`src/rtl/pass_shift_pkg.sv`:
```
package pass_shift_pkg;
  // Split point between coarse-pass and fine-pass segments of the amount.
  localparam int DEFAULT_WIDTH_LG = 4;
  localparam int DEFAULT_SPLIT    = 2;

  function automatic int larger_of(input int a, input int b);
    return (a > b) ? a : b;
  endfunction
endpackage

```
`src/rtl/pass_stage.sv`:
```
// One fixed-distance left shifter that can be bypassed. Pure wiring plus a mux.
module pass_stage #(
  parameter int W    = 16,
  parameter int DIST = 1
) (
  input  logic [W-1:0] din,
  input  logic         en,
  output logic [W-1:0] dout
);
  logic [W-1:0] moved;

  generate
    if (DIST >= W) begin : g_all_out
      assign moved = '0;
    end else if (DIST == 0) begin : g_none
      assign moved = din;
    end else begin : g_wire
      assign moved = {din[W-1-DIST:0], {DIST{1'b0}}};
    end
  endgenerate

  assign dout = en ? moved : din;
endmodule

```
`src/rtl/seg_counter.sv`:
```
// Remaining-pass counter for one shifter segment.
module seg_counter #(
  parameter int SW = 2
) (
  input  logic          clk,
  input  logic          rst,
  input  logic          load,
  input  logic [SW-1:0] load_val,
  output logic [SW-1:0] left,
  output logic          busy
);
  assign busy = |left;

  always_ff @(posedge clk) begin
    if (rst)       left <= '0;
    else if (load) left <= load_val;
    else if (busy) left <= left - 1'b1;
  end
endmodule

```
`src/rtl/pass_shifter.sv`:
```
module pass_shifter
  import pass_shift_pkg::*;
#(
  parameter int WIDTH_LG = DEFAULT_WIDTH_LG,
  parameter int SPLIT    = DEFAULT_SPLIT,
  localparam int WIDTH   = 1 << WIDTH_LG
) (
  input  logic                clk,
  input  logic                rst,
  input  logic                start,
  input  logic [WIDTH-1:0]    operand,
  input  logic [WIDTH_LG-1:0] amount,
  output logic [WIDTH-1:0]    result,
  output logic                ready
);
  localparam int AMT_W  = WIDTH_LG;
  localparam int HI_W   = AMT_W - SPLIT;
  localparam int COARSE = 1 << SPLIT;

  logic [HI_W-1:0]  hi_left;
  logic [SPLIT-1:0] lo_left;
  logic             hi_busy, lo_busy, active;
  logic [WIDTH-1:0] coarse_out, fine_out;

  seg_counter #(.SW(HI_W)) u_hi_seg (
    .clk(clk), .rst(rst), .load(start),
    .load_val(amount[AMT_W-1:SPLIT]),
    .left(hi_left), .busy(hi_busy)
  );

  seg_counter #(.SW(SPLIT)) u_lo_seg (
    .clk(clk), .rst(rst), .load(start),
    .load_val(amount[SPLIT-1:0]),
    .left(lo_left), .busy(lo_busy)
  );

  pass_stage #(.W(WIDTH), .DIST(COARSE)) u_coarse (
    .din(result), .en(hi_busy), .dout(coarse_out)
  );

  pass_stage #(.W(WIDTH), .DIST(1)) u_fine (
    .din(coarse_out), .en(lo_busy), .dout(fine_out)
  );

  assign active = hi_busy | lo_busy;
  assign ready  = ~active;

  always_ff @(posedge clk) begin
    if (rst)         result <= '0;
    else if (start)  result <= operand;
    else if (active) result <= fine_out;
  end
endmodule

```
`config.mk`:
```
export PLATFORM = sky130hd
export DESIGN_NAME = pass_shifter
export DESIGN_NICKNAME = d
export VERILOG_FILES = /design/src/rtl/pass_shift_pkg.sv /design/src/rtl/pass_stage.sv /design/src/rtl/seg_counter.sv /design/src/rtl/pass_shifter.sv
export SDC_FILE = /design/constraint.sdc
export NUM_CORES = 1
export LEC_CHECK = 0
export CORE_ASPECT_RATIO = 0.75
export CORE_MARGIN = 2
export CORE_UTILIZATION = 43
export CTS_CLUSTER_SIZE = 25
export DETAILED_ROUTE_END_ITERATION = 10
export PLACE_DENSITY_LB_ADDON = 0.05
export SLEW_MARGIN = 20
export SYNTH_ARGS = -nofsm -noshare
export SYNTH_HDL_FRONTEND = slang
export SYNTH_HIERARCHICAL = 1
export SYNTH_SLANG_ARGS = --single-unit
```
`constraint.sdc`:
```
create_clock -name clk -period 2.4 [get_ports clk]
set_input_delay 0.6 -clock clk [delete_from_list [all_inputs] [get_ports clk]]
set_output_delay 0.6 -clock clk [all_outputs]
set_load 0.02 [all_outputs]
```
* After elaboration in Yosys (flattened, before gate mapping)
Index checks and enable logic that the tools add are counted.
** Word-level totals
- Logic and storage cells :: 23
- Output and inout port bits :: 17
- Bits in registers :: 20
- Bits of input ports :: 23
** Operators by class
- Bitwise operators :: 2
- Muxes and demuxes :: 8
- Reductions and logical operators :: 7
- Add/subtract/negate cells :: 2
** Operators with widths (number)
- $mux W16 :: 4
- $mux W2 :: 4
- $reduce_bool A2 Y1 :: 3
- $reduce_or A2 Y1 :: 2
- $sub A2 B1 Y2 const B :: 2
- $reduce_bool A3 Y1 :: 1
- $reduce_and A2 Y1 :: 1
- $not A1 Y1 :: 1
- $or A1 B1 Y1 :: 1

* Longest topological paths before layout
Gate-level depths: netlist of run 1.
- Depth after elaboration :: 5
- Mapped depth :: 9
- Depth with buffers taken out :: 7

* Cells and area by module
Netlist of run 1, hierarchy kept.
** Modules (own cells, without submodules)
- pass_shifter :: area an instance 837.1 µm², cells each 92, instances 1
- seg_counter :: area an instance 126.4 µm², cells each 13, instances 2
- pass_stage (u_fine) :: area an instance 242.7 µm², cells each 18, instances 1
- pass_stage (u_coarse) :: area an instance 224.0 µm², cells each 18, instances 1

* Least setup slack after synthesis of run 1
Ideal clock, no wire load.
- Path kind :: reg2reg
- Start point :: register u_hi_seg.left[0]
- End point :: register result[10]
- Buffers on the path :: 2
- Stages on the path, launching flop included :: 10
- Library setup time :: 0.143 ns
- Slack :: 0.564 ns
- Period minus slack after synthesis :: 1.836 ns
- Arrival :: 1.692 ns
- Required time :: 2.257 ns
- Path through :: dfxtp_1 -> inv_1 -> ha_1 -> inv_1 -> buf_6 -> buf_12 -> mux2_4 -> mux2_4 -> o21ai_0 -> a311oi_1
** On the way
- Longest elaborated chain between the ends :: 5
- Elaborated cells between the ends (all ways) :: 7
- Classes of those cells :: mux (4); bitwise (1); reduce/logical (2)
** Ends and longest elaborated chain
- start, declared :: line seg_counter.sv:9 : output logic [SW-1:0] left,
- start signal, assigned :: line seg_counter.sv:16 : else if (load) left <= load_val;
- start signal, assigned :: line seg_counter.sv:17 : else if (busy) left <= left - 1'b1;
- $reduce_or A2 Y1 :: line seg_counter.sv:12 : assign busy = |left;
- named net hi_busy :: line pass_shifter.sv:22 : logic hi_busy, lo_busy, active;
- $mux W16 :: line pass_stage.sv:22 : assign dout = en ? moved : din;
- named net coarse_out[10] :: line pass_shifter.sv:23 : logic [WIDTH-1:0] coarse_out, fine_out;
- $mux W16 :: line pass_stage.sv:22
- named net fine_out[10] :: line pass_shifter.sv:23
- $mux W16 :: line pass_shifter.sv:51 : else if (active) result <= fine_out;
- $mux W16 :: line pass_shifter.sv:50 : else if (start) result <= operand;
- end signal, assigned :: line pass_shifter.sv:50
- end signal, assigned :: line pass_shifter.sv:51
- end, declared :: line pass_shifter.sv:13 : output logic [WIDTH-1:0] result,
The timed path passes the listed nets, and every way through them passes these cells. The select of a mux whose other input is x is not followed.
A chain may end at the register's enable or synchronous reset.

* Worst setup path after layout of run 1
- Start point :: register u_hi_seg.left[0]
- End point :: output ready
** On the way
- Longest elaborated chain between the ends :: 3
** Ends and longest elaborated chain
- $reduce_or A2 Y1 :: line seg_counter.sv:12
- named net hi_busy :: line pass_shifter.sv:22
- $or A1 B1 Y1 :: line pass_shifter.sv:45 : assign active = hi_busy | lo_busy;
- $not A1 Y1 :: line pass_shifter.sv:46 : assign ready = ~active;
- end, declared :: line pass_shifter.sv:14 : output logic ready
The timed path passes the listed nets, and every way through them passes these cells.

==> flow_metrics.tcl, run 1 <==
set metrics [dict create \
    fin_crit_ns 2.296 \
    hold_path.class "reg -> reg" \
    drv_slew 0 \
    postRouteAntennaNets 0 \
    die_x_um 73.47 \
    critical_path.cell_chain "inv_1, ha_1, inv_1, nor2_1, clkdlybuf4s50_1" \
    period_share 0.9567 \
    netlist_area_mm2 0.001556 \
    core_area_mm2 0.003378 \
    tightest_slew_ns 0.5835 \
    antenna_found_initial 0 \
    routed_wl_um 3621 \
    cts_buffer_depth 2 \
    ctsHtreeMaxLevel 1 \
    vias 1249 \
    grt_pass1_vias 1210 \
    cts_inserted_buffers 3 \
    pre_cts_slack_ns 0.3168 \
    drv_cap 0 \
    crit_arrival_ns 1.70 \
    crit_slowest_cell "clkdlybuf4s50_1" \
    final_layout_size_suffix_gt1_frac 0.2460 \
    crit_type "reg -> out" \
    start_kind "flip-flop" \
    synth_seq_cells 20 \
    num_rows 18 \
    clock-root-buffer "clkbuf_8" \
    viasPerCell 5.502 \
    synth_cells 154 \
    setup-violations-final 0 \
    ys_seq_area_frac 0.2572 \
    p_per_area_mw_per_mm2 579.6 \
    syn_nets 179 \
    relSlewSlack 0.6106 \
    synth_cell_types 24 \
    clk_latency_ns 0.26 \
    setup_tns_ns 0 \
    nets 214 \
    placed_area_mm2 0.001942 \
    cp_max_fo 4 \
    syn_area_per_cell_um2 10.11 \
    drcViolationCount 0 \
    die-area_mm2 0.004122 \
    outcome "complete, no violations" \
    synth_warnings 6 \
    ir_drop_v 0.0003072 \
    dpl.hpwl_um 2438 \
    critPathTopFamily "buffers and inverters" \
    rsz0062_at_grt "false" \
    path_buf_inv 3 \
    area_growth_pct 27.41 \
    cts_resized 0 \
    final_hold_viol_count 0 \
    die_h_um 56.11 \
    grt_max_degree 49 \
    final_cell_area_mm2 0.001983 \
    grt_pass1_wl_um 5885 \
    cts_tree "yes" \
    initial_utilization 0.4607 \
    grt_usage 0.1821 \
    worstSetupEndpointType "primary output" \
    clock.fmax_ghz 0.4355 \
    leakagePower_nw 0.7589 \
    drt_first_pass_iters 4 \
    path_clk_slew_ns 0.07 \
    worst_slack_ns 0.1039 \
    avgRoutedWirePerCell_um 15.95 \
    final.setup_skew_ns 0.006895 \
    cts_setup_buffers 0 \
    cts_sinks 20 \
    cts_hold_buf 0 \
    num_antenna_cells 0 \
    place.gp.congestion 0.7454 \
    cpMostUsedCell "inv_1" \
    grt-ovfl-total 0 \
    required_ns 1.80 \
    dr.first_iter.drc_count 27 \
    cpPeakStageDelay_ns 0.63 \
    port_buffers 39 \
    io_pins 40 \
]
## tightest hold or removal path, cell delays in order (launching register included)
cell and delay, ns:
dfxtp_1 0.32, xor2_1 0.15, o31ai_1 0.07
## per-layer routing
metal | track usage | part of all wire | vias to the layer above | routed length [um]
li1 | - | - | 638 | -
met1 | 0.2565 | 0.51 | 571 | 1835
met2 | 0.2717 | 0.44 | 36 | 1609
met3 | 0.04529 | 0.040 | 4 | 144
met4 | 0.05195 | 0.0088 | 0 | 32
met5 | 0 | 0 | - | 0
## layout by cell type (no fill, tap or decap)
cell type        Yosys  final
clkbuf_8             0      3
xor2_1               2      2
a311oi_2             1      1
nor2b_1             16     16
buf_4                0      4
o21ai_0             16     16
and2b_1              4      4
dfxtp_1             20     20
clkdlybuf4s50_1      0     39
o41ai_2              2      2
a311oi_1            15     15
nor2_1               1      1
buf_12               2      1
mux2_4              15     15
or3b_1              13     13
and2b_2              5      5
nand3b_1             4      4
ha_1                 2      2
inv_1                7      7
or3b_2               3      3
o31ai_1              2      2
mux2_2              12     12
## synth_stat cells
library cell   n  area share
dfxtp_1       20        0.26
nor2b_1       16       0.064
o21ai_0       16       0.051
a311oi_1      15       0.084
mux2_4        15        0.14
or3b_1        13       0.073
mux2_2        12       0.087
inv_1          7       0.017
and2b_2        5       0.028
and2b_1        4       0.019
clkbuf_1       4      0.0096
nand3b_1       4       0.019
or3b_2         3       0.017
buf_1          2      0.0048
buf_12         2       0.026
buf_2          2      0.0064
buf_6          2       0.014
clkbuf_2       2      0.0064
ha_1           2       0.016
o31ai_1        2      0.0096
o41ai_2        2       0.021
xor2_1         2       0.011
a311oi_2       1      0.0096
nor2_1         1      0.0024
## metrics by stage
stage	total power, mW	hold slack [ns]	utilization	std cells
2_1_floorplan	0.7945	0.5508	-	154
3_3_place_gp	0.9175	0.5734	0.5748	224
3_5_place_dp	0.9266	0.5841	0.5748	224
4_1_cts	1.162	0.5944	0.5870	227
5_1_grt	1.226	0.6048	0.5870	227
6_report	1.149	0.5864	0.5870	227
## layout make-up
class	count	area, um^2
timing repair buffer	44	440.4
fill	310	1395
tap	40	50.05
inverter	7	26.28
clock buffer	3	41.29
multi-input combinational	113	1025
sequential	20	400.4
## path summary, 6_finish.rpt
kind	slack, ns	cells after the start	endpoint	startpoint
worst max register to register	0.39	8	result[13]$_SDFFE_PP0P_	u_hi_seg/left[0]$_SDFFE_PP0P_
worst min register to register	0.59	2	u_hi_seg/left[0]$_SDFFE_PP0P_	u_hi_seg/left[0]$_SDFFE_PP0P_
worst min-delay path	0.59	2	u_hi_seg/left[0]$_SDFFE_PP0P_	u_hi_seg/left[0]$_SDFFE_PP0P_
worst max-delay path	0.10	5	ready	u_hi_seg/left[0]$_SDFFE_PP0P_
## report_power, final
part	total (mW)	switching (mW)	internal, mW
logic	0.522	0.236	0.287
clock network	0.228	0.116	0.112
registers	0.399	0.0323	0.367
total	1.15	0.384	0.766
## flip-flops by register name, indices dropped and copies added (netlist names)
name / cells
u_lo_seg/left: 2
result: 16
u_hi_seg/left: 2
## kinds of logic after synthesis
kind of cell               Yosys count  share of synthesized area
and+or+nand+nor                     46                     0.2235
AOI/OAI and AO/OA                   36                     0.1760
muxes                               27                     0.2315
buffers and inverters               21                    0.08441
DFF                                 20                     0.2572
xor gates and xnor gates             2                    0.01126
adders and majority gates            2                    0.01607
No activity file was read; power rests on OpenSTA's default activity.
==> inputs of run 2 (changes only) <==
--- a/config.mk
+++ b/config.mk
@@ -16,3 +16,4 @@
 export SYNTH_HDL_FRONTEND = slang
 export SYNTH_HIERARCHICAL = 1
 export SYNTH_SLANG_ARGS = --single-unit
+export TNS_END_PERCENT = 50
==> results of run 2 <==
The final DEF is identical to that of run 1; final timing and power are the same.
==> inputs of run 3 (changes only) <==
--- a/config.mk
+++ b/config.mk
@@ -11,6 +11,7 @@
 export CTS_CLUSTER_SIZE = 25
 export DETAILED_ROUTE_END_ITERATION = 10
 export PLACE_DENSITY_LB_ADDON = 0.05
+export SKIP_CTS_REPAIR_TIMING = 1
 export SLEW_MARGIN = 20
 export SYNTH_ARGS = -nofsm -noshare
 export SYNTH_HDL_FRONTEND = slang
==> results of run 3 <==
The final DEF is identical to that of run 1; final timing and power are the same.
